<file path="src/rtl/irq_pkg.sv">
package irq_pkg;
  typedef enum logic [1:0] {
    WA_ENABLE = 2'd0,
    WA_CLEAR  = 2'd1,
    WA_GIE    = 2'd2,
    WA_NONE   = 2'd3
  } wr_addr_e;
endpackage

</file>
<file path="src/rtl/irq_flag_bank.sv">
module irq_flag_bank #(
  parameter int          N_SRC = 8,
  parameter logic [N_SRC-1:0] LEVEL_MASK = '0
) (
  input  logic             clk,
  input  logic             rst,
  input  logic [N_SRC-1:0] evt,
  input  logic [N_SRC-1:0] clr_w1c,
  input  logic [N_SRC-1:0] take_clr,
  output logic [N_SRC-1:0] flags
);
  for (genvar i = 0; i < N_SRC; i++) begin : g_bit
    if (LEVEL_MASK[i]) begin : g_level
      assign flags[i] = 1'b0;
    end else begin : g_event
      logic f_q;
      always_ff @(posedge clk) begin
        if (rst) f_q <= 1'b0;
        else     f_q <= (f_q & ~clr_w1c[i] & ~take_clr[i]) | evt[i];
      end
      assign flags[i] = f_q;

      AST_EVT_WINS: assert property (@(posedge clk) disable iff (rst)
        evt[i] |=> flags[i]);
      AST_TAKE_CLEARS: assert property (@(posedge clk) disable iff (rst)
        (take_clr[i] && !evt[i]) |=> !flags[i]);
    end
  end
endmodule

</file>
<file path="src/rtl/irq_prio_pick.sv">
module irq_prio_pick #(
  parameter int N_SRC = 8,
  parameter int IDX_W = 4
) (
  input  logic [N_SRC-1:0] req,
  output logic             any,
  output logic [IDX_W-1:0] idx,
  output logic [N_SRC-1:0] onehot
);
  always_comb begin
    any    = 1'b0;
    idx    = '0;
    onehot = '0;
    for (int i = N_SRC - 1; i >= 0; i--) begin
      if (req[i]) begin
        any    = 1'b1;
        idx    = IDX_W'(i + 1);
        onehot = N_SRC'(1) << i;
      end
    end
  end

  always_comb begin
    if (any) begin
      AST_PICK_LOWEST: assert ((req & (onehot - N_SRC'(1))) == '0 && (req & onehot) != '0);
    end
  end
endmodule

</file>
<file path="src/rtl/irq_gate.sv">
module irq_gate (
  input  logic clk,
  input  logic rst,
  input  logic cli,
  input  logic ret,
  input  logic retire,
  input  logic take,
  input  logic wr_gie,
  input  logic wr_val,
  input  logic core_rdy,
  output logic gie,
  output logic allow
);
  logic hold_q;

  always_ff @(posedge clk) begin
    if (rst) begin
      gie    <= 1'b0;
      hold_q <= 1'b0;
    end else begin
      if (cli)         gie <= 1'b0;
      else if (take)   gie <= 1'b0;
      else if (ret)    gie <= 1'b1;
      else if (wr_gie) gie <= wr_val;

      if (ret)         hold_q <= 1'b1;
      else if (retire) hold_q <= 1'b0;
    end
  end

  assign allow = gie & ~cli & ~ret & ~hold_q & core_rdy;

  AST_TAKE_CLEARS_GIE: assert property (@(posedge clk) disable iff (rst)
    take |=> !gie);
  AST_RET_SETS_GIE: assert property (@(posedge clk) disable iff (rst)
    (ret && !cli) |=> gie);
  AST_CLI_CLEARS_GIE: assert property (@(posedge clk) disable iff (rst)
    cli |=> !gie);
endmodule

</file>
<file path="src/rtl/irq_arbiter.sv">
module irq_arbiter #(
  parameter int               N_SRC      = 8,
  parameter logic [N_SRC-1:0] LEVEL_MASK = 8'b0000_0000,
  parameter int               ADDR_W     = 16,
  parameter int               VEC_STEP   = 2,
  parameter logic [ADDR_W-1:0] BOOT_BASE = 16'hF000,
  localparam int              IDX_W      = $clog2(N_SRC + 1)
) (
  input  logic              clk,
  input  logic              rst,
  input  logic [N_SRC-1:0]  src_req,
  input  logic              wr_en,
  input  logic [1:0]        wr_addr,
  input  logic [N_SRC-1:0]  wr_data,
  input  logic              core_rdy,
  input  logic              ret_exec,
  input  logic              cli_exec,
  input  logic              instr_retire,
  input  logic              boot_sel,
  output logic              irq_take,
  output logic [IDX_W-1:0]  irq_idx,
  output logic [ADDR_W-1:0] irq_vec,
  output logic              gie_o,
  output logic [N_SRC-1:0]  flag_o
);
  import irq_pkg::*;

  logic [N_SRC-1:0]  en_q;
  logic [N_SRC-1:0]  flags;
  logic [N_SRC-1:0]  pend;
  logic [N_SRC-1:0]  win_oh;
  logic [N_SRC-1:0]  take_clr;
  logic [N_SRC-1:0]  clr_w1c;
  logic [IDX_W-1:0]  win_idx;
  logic              win_any;
  logic              allow;
  logic              take_now;
  logic              gie;
  logic [ADDR_W-1:0] base;

  wr_addr_e wa;
  assign wa = wr_addr_e'(wr_addr);

  assign clr_w1c = (wr_en && wa == WA_CLEAR) ? wr_data : '0;

  irq_flag_bank #(.N_SRC(N_SRC), .LEVEL_MASK(LEVEL_MASK)) u_flags (
    .clk(clk), .rst(rst), .evt(src_req & ~LEVEL_MASK),
    .clr_w1c(clr_w1c), .take_clr(take_clr), .flags(flags)
  );

  assign pend = ((flags & ~LEVEL_MASK) | (src_req & LEVEL_MASK)) & en_q;

  irq_prio_pick #(.N_SRC(N_SRC), .IDX_W(IDX_W)) u_pick (
    .req(pend), .any(win_any), .idx(win_idx), .onehot(win_oh)
  );

  irq_gate u_gate (
    .clk(clk), .rst(rst), .cli(cli_exec), .ret(ret_exec),
    .retire(instr_retire), .take(take_now),
    .wr_gie(wr_en && wa == WA_GIE), .wr_val(wr_data[0]),
    .core_rdy(core_rdy), .gie(gie), .allow(allow)
  );

  assign take_now = allow & win_any;
  assign take_clr = take_now ? (win_oh & ~LEVEL_MASK) : '0;
  assign base     = boot_sel ? BOOT_BASE : '0;

  always_ff @(posedge clk) begin
    if (rst) begin
      en_q     <= '0;
      irq_take <= 1'b0;
      irq_idx  <= '0;
      irq_vec  <= '0;
    end else begin
      if (wr_en && wa == WA_ENABLE) en_q <= wr_data;
      irq_take <= take_now;
      irq_idx  <= take_now ? win_idx : '0;
      irq_vec  <= take_now ? (base + ADDR_W'(win_idx) * ADDR_W'(VEC_STEP)) : '0;
    end
  end

  assign gie_o  = gie;
  assign flag_o = flags;

  AST_TAKE_PULSE: assert property (@(posedge clk) disable iff (rst)
    irq_take |=> !irq_take);
  AST_GIE_LOW_ON_TAKE: assert property (@(posedge clk) disable iff (rst)
    irq_take |-> !gie_o);
  AST_CLI_NO_TAKE: assert property (@(posedge clk) disable iff (rst)
    cli_exec |=> !irq_take);
  AST_RET_WAIT: assert property (@(posedge clk) disable iff (rst)
    ret_exec |=> !irq_take ##1 !irq_take);
  AST_NO_RDY_NO_TAKE: assert property (@(posedge clk) disable iff (rst)
    !core_rdy |=> !irq_take);
endmodule

</file>
<file path="config.mk">
export PLATFORM = sky130hd
export DESIGN_NAME = irq_arbiter
export DESIGN_NICKNAME = d
export VERILOG_FILES = /design/src/rtl/irq_pkg.sv /design/src/rtl/irq_flag_bank.sv /design/src/rtl/irq_prio_pick.sv /design/src/rtl/irq_gate.sv /design/src/rtl/irq_arbiter.sv
export SDC_FILE = /design/constraint.sdc
export NUM_CORES = 1
export LEC_CHECK = 0
export ABC_CLOCK_PERIOD_IN_PS = 1200
export CAP_MARGIN = 40
export CORE_MARGIN = 2
export CORE_UTILIZATION = 30
export CTS_CLUSTER_DIAMETER = 150
export CTS_CLUSTER_SIZE = 25
export DETAILED_ROUTE_END_ITERATION = 6
export GPL_TIMING_DRIVEN = 0
export HOLD_SLACK_MARGIN = 0.05
export SLEW_MARGIN = 20
export SYNTH_ARGS = -nofsm -noshare
export SYNTH_HDL_FRONTEND = slang
export SYNTH_SLANG_ARGS = --single-unit
</file>
<file path="constraint.sdc">
create_clock -name clk -period 1.2 [get_ports clk]
set_input_delay 0.12 -clock clk [delete_from_list [all_inputs] [get_ports clk]]
set_output_delay 0.12 -clock clk [all_outputs]
set_load 0.01 [all_outputs]
</file>
==> Word-level counts from Yosys, hierarchy flattened <==
Index checks and enable logic that the tools add are counted.
{ "word_totals": {"ff_bits": 39, "input_bits": 26, "output_inout_bits": 30, "wordCells": 106} }
{ "op_classes": {"addsub": 1, "n_eq_ne": 2, "n_mux": 31, "bitwise": 50, "n_reduce_logical": 8} }
{ "ops": {"columns": ["cell", "count"], "rows": [
  ["two-way mux 8 bit", 10],
  ["two-way mux 4 bit", 8],
  ["bitwise AND 1 bit", 21],
  ["inverter 1 bit", 20],
  ["adder 16 x 5 -> 16 bit", 1],
  ["two-way mux 16 bit", 1],
  ["two-way mux 1 bit", 12],
  ["bitwise AND 8 bit", 1],
  ["OR 1 bit", 8],
  ["nonzero test 2 bit", 2],
  ["logical AND 1 bit", 3],
  ["OR reduction 3 bit", 1],
  ["equality test 2 x 1 -> 1 bit (second input constant)", 1],
  ["equality test 2 bit (second input constant)", 1],
  ["logical NOT 2 bit", 1],
  ["OR reduction 2 bit", 1]
]} }

==> Logic depth before layout (Yosys ltp) <==
{ "depth": {"ltp_word": 14, "ltp_mapped": 5, "depth_no_buf": 4} }

==> Modules after synthesis <==
From an unflattened synthesis, not the netlist that was laid out.
{ "hier_totals": {"cells_unflattened": 164, "hier_area_um2": 1435.1} }
{ "modules_own_cells": {"columns": ["mod", "instances", "cells_each", "area_each_um2"], "rows": [
  ["irq_arbiter", 1, 90, 825.8],
  ["irq_flag_bank", 1, 41, 364.1],
  ["irq_prio_pick", 1, 24, 151.4],
  ["irq_gate", 1, 9, 93.8]
]} }

==> Worst setup path before layout <==
No wires, ideal clock.
{ "synth_path": {"path_type": "register -> register", "start": "register u_gate.hold_q", "end": "register u_flags.g_bit[4].g_event.f_q", "setup_ns": 0.132, "t_arrival_ns": 1.211, "slack_ns": -0.143, "path_stages_with_launch": 5, "n_path_buf": 0, "path_cell_list": "dfxtp_1 -> nor4b_4 -> nand4_4 -> a2111oi_2 -> nor3_1"} }
{ "synth_between": {"elab_chain_len": 8} }
{ "synth_lines": {"columns": ["element", "line_no", "text"], "rows": [
  ["from (decl)", "irq_gate.sv:14", "logic hold_q;"],
  ["from (signal assigned)", "irq_gate.sv:19", "hold_q <= 1'b0;"],
  ["from (signal assigned)", "irq_gate.sv:26", "if (ret) hold_q <= 1'b1;"],
  ["from (signal assigned)", "irq_gate.sv:27", "else if (retire) hold_q <= 1'b0;"],
  ["inverter 1 bit", "irq_gate.sv:31", "assign allow = gie & ~cli & ~ret & ~hold_q & core_rdy;"],
  ["bitwise AND 1 bit (2 in a row)", "irq_gate.sv:31", null],
  ["bitwise AND 1 bit", "irq_arbiter.sv:64", "assign take_now = allow & win_any;"],
  ["two-way mux 8 bit", "irq_arbiter.sv:65", "assign take_clr = take_now ? (win_oh & ~LEVEL_MASK) : '0;"],
  ["inverter 1 bit", "irq_flag_bank.sv:19", "else f_q <= (f_q & ~clr_w1c[i] & ~take_clr[i]) | evt[i];"],
  ["bitwise AND 1 bit", "irq_flag_bank.sv:19", null],
  ["OR 1 bit", "irq_flag_bank.sv:19", null],
  ["to (signal assigned)", "irq_flag_bank.sv:19", null],
  ["to (decl)", "irq_flag_bank.sv:16", "logic f_q;"]
]} }
Every way passes these cells.
A chain may end at the register's enable or synchronous reset.

==> Final worst setup path <==
{ "layout_path": {"start": "register u_gate.hold_q", "end": "register u_flags.g_bit[5].g_event.f_q"} }
{ "layout_between": {"elab_chain_len": 8} }
{ "layout_lines": {"columns": ["element", "line_no"], "rows": [
  ["inverter 1 bit", "irq_gate.sv:31"],
  ["bitwise AND 1 bit (2 in a row)", "irq_gate.sv:31"],
  ["bitwise AND 1 bit", "irq_arbiter.sv:64"],
  ["two-way mux 8 bit", "irq_arbiter.sv:65"],
  ["inverter 1 bit", "irq_flag_bank.sv:19"],
  ["bitwise AND 1 bit", "irq_flag_bank.sv:19"],
  ["OR 1 bit", "irq_flag_bank.sv:19"],
  ["to (signal assigned)", "irq_flag_bank.sv:19"],
  ["to (decl)", "irq_flag_bank.sv:16"]
]} }
Every way passes these cells.

==> run summary <==
The signed area change from the synthesized netlist to the final layout came out at 63.6%. The synthesized design contains 24 register bits. In the final routing, the length of wire on met1 measures between 1.5 and 2 mm. The switching share of power came out at about a quarter. The final reports fail on negative setup slack.

The number of synthesized flops with an enable pin came out at 0. TritonCTS built the clock tree. The count of nets left with antenna violations once routing finished came out at 0.

The via count of the first global-routing pass came out at 1146. The number of buffer and inverter instances along the worst setup path is 2. The share of synthesized area occupied by flip-flops and latches came out at around two fifths. For hold timing, the worst endpoint is u_gate.gie. The net switching power came out at 0.000434 W. The peak fanout along the critical path came out at 5. The number of nets in the finished design came out at 235. The run finished, with violations left. The final core area utilization came out at 50.8%. The worst setup path is of the reg -> reg kind. The final hold slack came out at approximately 0.22 ns. The number of primary I/O pins is 56.

The worst register-to-register path ends at u_flags.g_bit[5].g_event.f_q. Cells with a size suffix above 1 make up 35.1% of the layout. After detailed routing, the number of remaining DRC violations is 0.

The number of search-and-repair iterations in the first detailed-routing pass came out at 4. Global routing used 15.4% of the available tracks. The placeable core region is 0.00400 sq mm. The share of async-settable or async-resettable flops after synthesis came out at 0%.

The highest metal layer carrying signal wires in the routed design is met4. The register share of total power is roughly 49%. The first global-routing pass estimated 5.33 mm of wire. In this run the tightest slew margin relative to its limit is 62.4%. The repair_antennas step left the layout with diodes totalling 0. The number of synthesis warnings is 0. CTS placed an instance of clkbuf_8 at the clock tree root.

The delay of the slowest cell on the worst path is 0.34 ns. The die extent in y is 68.3 um. The detailed router placed around 1200 vias in this run. The number of max-cap violations is 0. The placer's final routability congestion estimate is 0.861. The count of standard-cell rows came out at 23. The first routing iteration left 43 violations. The power per cell area is between 800 and 900 mW/mm^2. The mean post-synth cell area came out at 8.80 sq um. For this block, the routed nets add up to 3.60 mm of wire. The startpoint identified for the worst register-to-register timing path is u_gate.hold_q.

STA puts the critical path data required time at between 1 and 1.5 ns. The clock arrives with 0.00609 ns of skew. The average wire per cell in the routed design came out at 13.9 um.

The cell count after synthesis came out at 141. The die is 68.3 um wide. The routed via count divided by cell count is roughly 4.7. The worst reg2reg path depth came out at 6. The share of the clock period used by the worst path came out at 116%.

Clock tree synthesis inserted a total of 3 buffers. After clock tree synthesis, the clock-pin slew on the worst setup and hold paths is 0.08 ns. The met3 wire length is approximately 190 um.

STA classifies the critical path endpoint as a flop. The signal arrival time at the worst endpoint came out at approximately 1.5 ns. The actual transition at the worst max-transition pin is about 0.56 ns. The slowest cell on the critical path is dfxtp_2. The HPWL after detailed placement is between 2 and 2.5 mm. The tightest min-delay check is of the in -> reg type. The total length of routed met2 wires is approximately 1.8 mm. The starting density of the core is 31.0%. The tree built by TritonCTS fans out to 24 sinks.

The post-synthesis cell area is between 0.001 and 0.0015 sq mm. Setup repair after global routing could not meet its margin everywhere. Broken down by cell family, the worst path's largest delay share belongs to simple AND/OR/NAND/NOR gates. In this run the most critical hold path is launched from cli_exec.

The maximum level of the CTS H-tree is 1. The overall die area came out at roughly 0.0047 sq mm. The share of total power in the clock network came out at 30.9%. The number of buffers inserted by port buffering is 47. Counting distinct cell types in the post-synthesis netlist gives 39. The number of placed instances, taps included is 245.

For the finished layout, the period the worst path requires is 1.39 ns. The category of the worst setup path launch point is a flop. The critical path goes through nor4b_4, buf_4, nand4_4, buf_6, nor2_4, a211oi_2. The combinational fraction of design power is roughly a fifth. The number of setup violations in the final report is 14. The worst hold path stage count came out at 2. The hold violation total from the final report is 0. The filler cell count came out at 389.

The internal power is 0.00132 W. The setup slack of the worst register-to-register path is -0.19 ns. The clock passes through at most 2 buffers. The achievable frequency came out at roughly 720 MHz. The standby leakage power is 0.902 nW.

The number of antenna violations at the first check in global routing came out at 0. Among all flip-flop cells after synthesis, the most frequent one is dfxtp_1. The maximum VDD drop is 0.000393 V. After global routing the overflow that remains totals 0. The number of cells in the finished layout apart from fillers came out at 258. Entering global routing, the biggest net connects 14 pins. Setup slack on the critical path of the routed design comes to -0.189 ns. The number of hold-repair buffers added at the cts stage came out at 0. The number of max-slew violations in the final report came to 0. The clock insertion delay at the later pin of the skew report is 0.26 ns.
[placed cells by master, fill, tap and decap left out, types with 2 or more instances in the layout]
| cell type | synthesis | layout |
|---|---|---|
| nor3_1 | 10 | 10 |
| conb_1 | 1 | 8 |
| dfxtp_2 | 0 | 11 |
| nor4b_2 | 0 | 2 |
| nor2_1 | 13 | 12 |
| clkdlybuf4s50_1 | 0 | 21 |
| mux2i_1 | 7 | 7 |
| a21oi_1 | 11 | 11 |
| a31oi_1 | 2 | 2 |
| dlygate4sd2_1 | 0 | 21 |
| buf_4 | 23 | 33 |
| inv_1 | 3 | 3 |
| buf_6 | 0 | 2 |
| clkbuf_8 | 0 | 4 |
| a22oi_2 | 1 | 2 |
| dfxtp_4 | 0 | 4 |
| nand2_1 | 13 | 13 |
| dlymetal6s2s_1 | 0 | 3 |
| clkbuf_1 | 3 | 2 |
| dfxtp_1 | 24 | 9 |
[power by group through the flow]
stage / clock [W] / sequential, W / combinational [W]
5_1_grt: 0.000585 / 0.000870 / 0.000373
2_1_floorplan: 0 / 0.000876 / 0.000154
6_report: 0.000541 / 0.000867 / 0.000347
3_5_place_dp: 0 / 0.000885 / 0.000318
3_3_place_gp: 0 / 0.000883 / 0.000313
4_1_cts: 0.000553 / 0.000866 / 0.000335
[through the flow]
step | instance area (sq um) | setup TNS [ns] | power [W] | setup slack (ns)
2_1_floorplan | 1280 | -0.234 | 0.00103 | -0.0845
3_3_place_gp | 1810 | -8.86 | 0.00120 | -0.556
3_5_place_dp | 1810 | -9.58 | 0.00120 | -0.620
4_1_cts | 1990 | -1.46 | 0.00175 | -0.166
5_1_grt | 2030 | -2.49 | 0.00183 | -0.244
6_report | 2030 | -1.64 | 0.00175 | -0.189
[area by class of cell]
class | count | area (sq um) | share of cell area (%)
Inverter | 3 | 11.3 | 0.555
Multi-Input combinational cell | 94 | 672 | 33.1
Buffer | 26 | 191 | 9.43
Sequential cell | 24 | 509 | 25.1
Tap cell | 50 | 62.6 | 3.08
Timing Repair Buffer | 57 | 529 | 26.1
Clock buffer | 4 | 55.1 | 2.71
[sequential cells by signal, indices dropped and copies added, names as in the netlist]
signal	cells
irq_vec	2
irq_take	1
u_gate.hold_q	1
en_q	8
irq_idx	3
u_gate.gie	1
u_flags.g_bit.g_event.f_q	8
[synth_stat cells (2+ instances only)]
master    number  area [sq um]
a22oi_1        2          15.0
nor3_1        10          50.1
dfxtp_1       24           480
nor3b_1        2          15.0
nor2_1        13          48.8
inv_1          3          11.3
clkbuf_1       3          11.3
nor4b_1        2          17.5
buf_4         23           173
a21oi_1       11          55.1
nand2_1       13          48.8
a31oi_1        2          12.5
mux2i_1        7          70.1
[layer usage]
metal / GRT usage [%] / vias to the layer above
met2: 25.6 / 35
met5: 0 / -
met3: 3.29 / 6
met1: 18.9 / 562
li1: - / 602
met4: 7.00 / 0
[worst max-delay path by stage]
stage                              from                      endpoint  cells after the start  slack (ns)
after floorplan              u_gate.gie  u_flags.g_bit[4].g_event.f_q                      4       -0.08
after global placement         cli_exec  u_flags.g_bit[4].g_event.f_q                      5       -0.56
after detailed placement       ret_exec  u_flags.g_bit[4].g_event.f_q                      5       -0.62
after CTS                 u_gate.hold_q  u_flags.g_bit[5].g_event.f_q                      6       -0.17
after global routing      u_gate.hold_q                    irq_vec[4]                      5       -0.24
final                     u_gate.hold_q  u_flags.g_bit[5].g_event.f_q                      6       -0.19
[cells by family (layout without fill, tap and decap cells)]
logic type      after synthesis  count (layout)  synth area share, %
other cells                   1               8                0.302
mux                           8               8                 6.55
compound gates               24              24                 13.3
flops                        24              24                 38.7
simple gates                 54              54                 25.0
buf+inv                      30              90                 16.1
[what timing repair did]
action / in CTS / in global routing
pin swaps: 11 / 3
gates resized for setup: 56 / 6
setup endpoints to repair: 45 / 22
setup buffers: 8 / 1
cloned: 0 / 1
No activity file was read; power rests on OpenSTA's default activity.
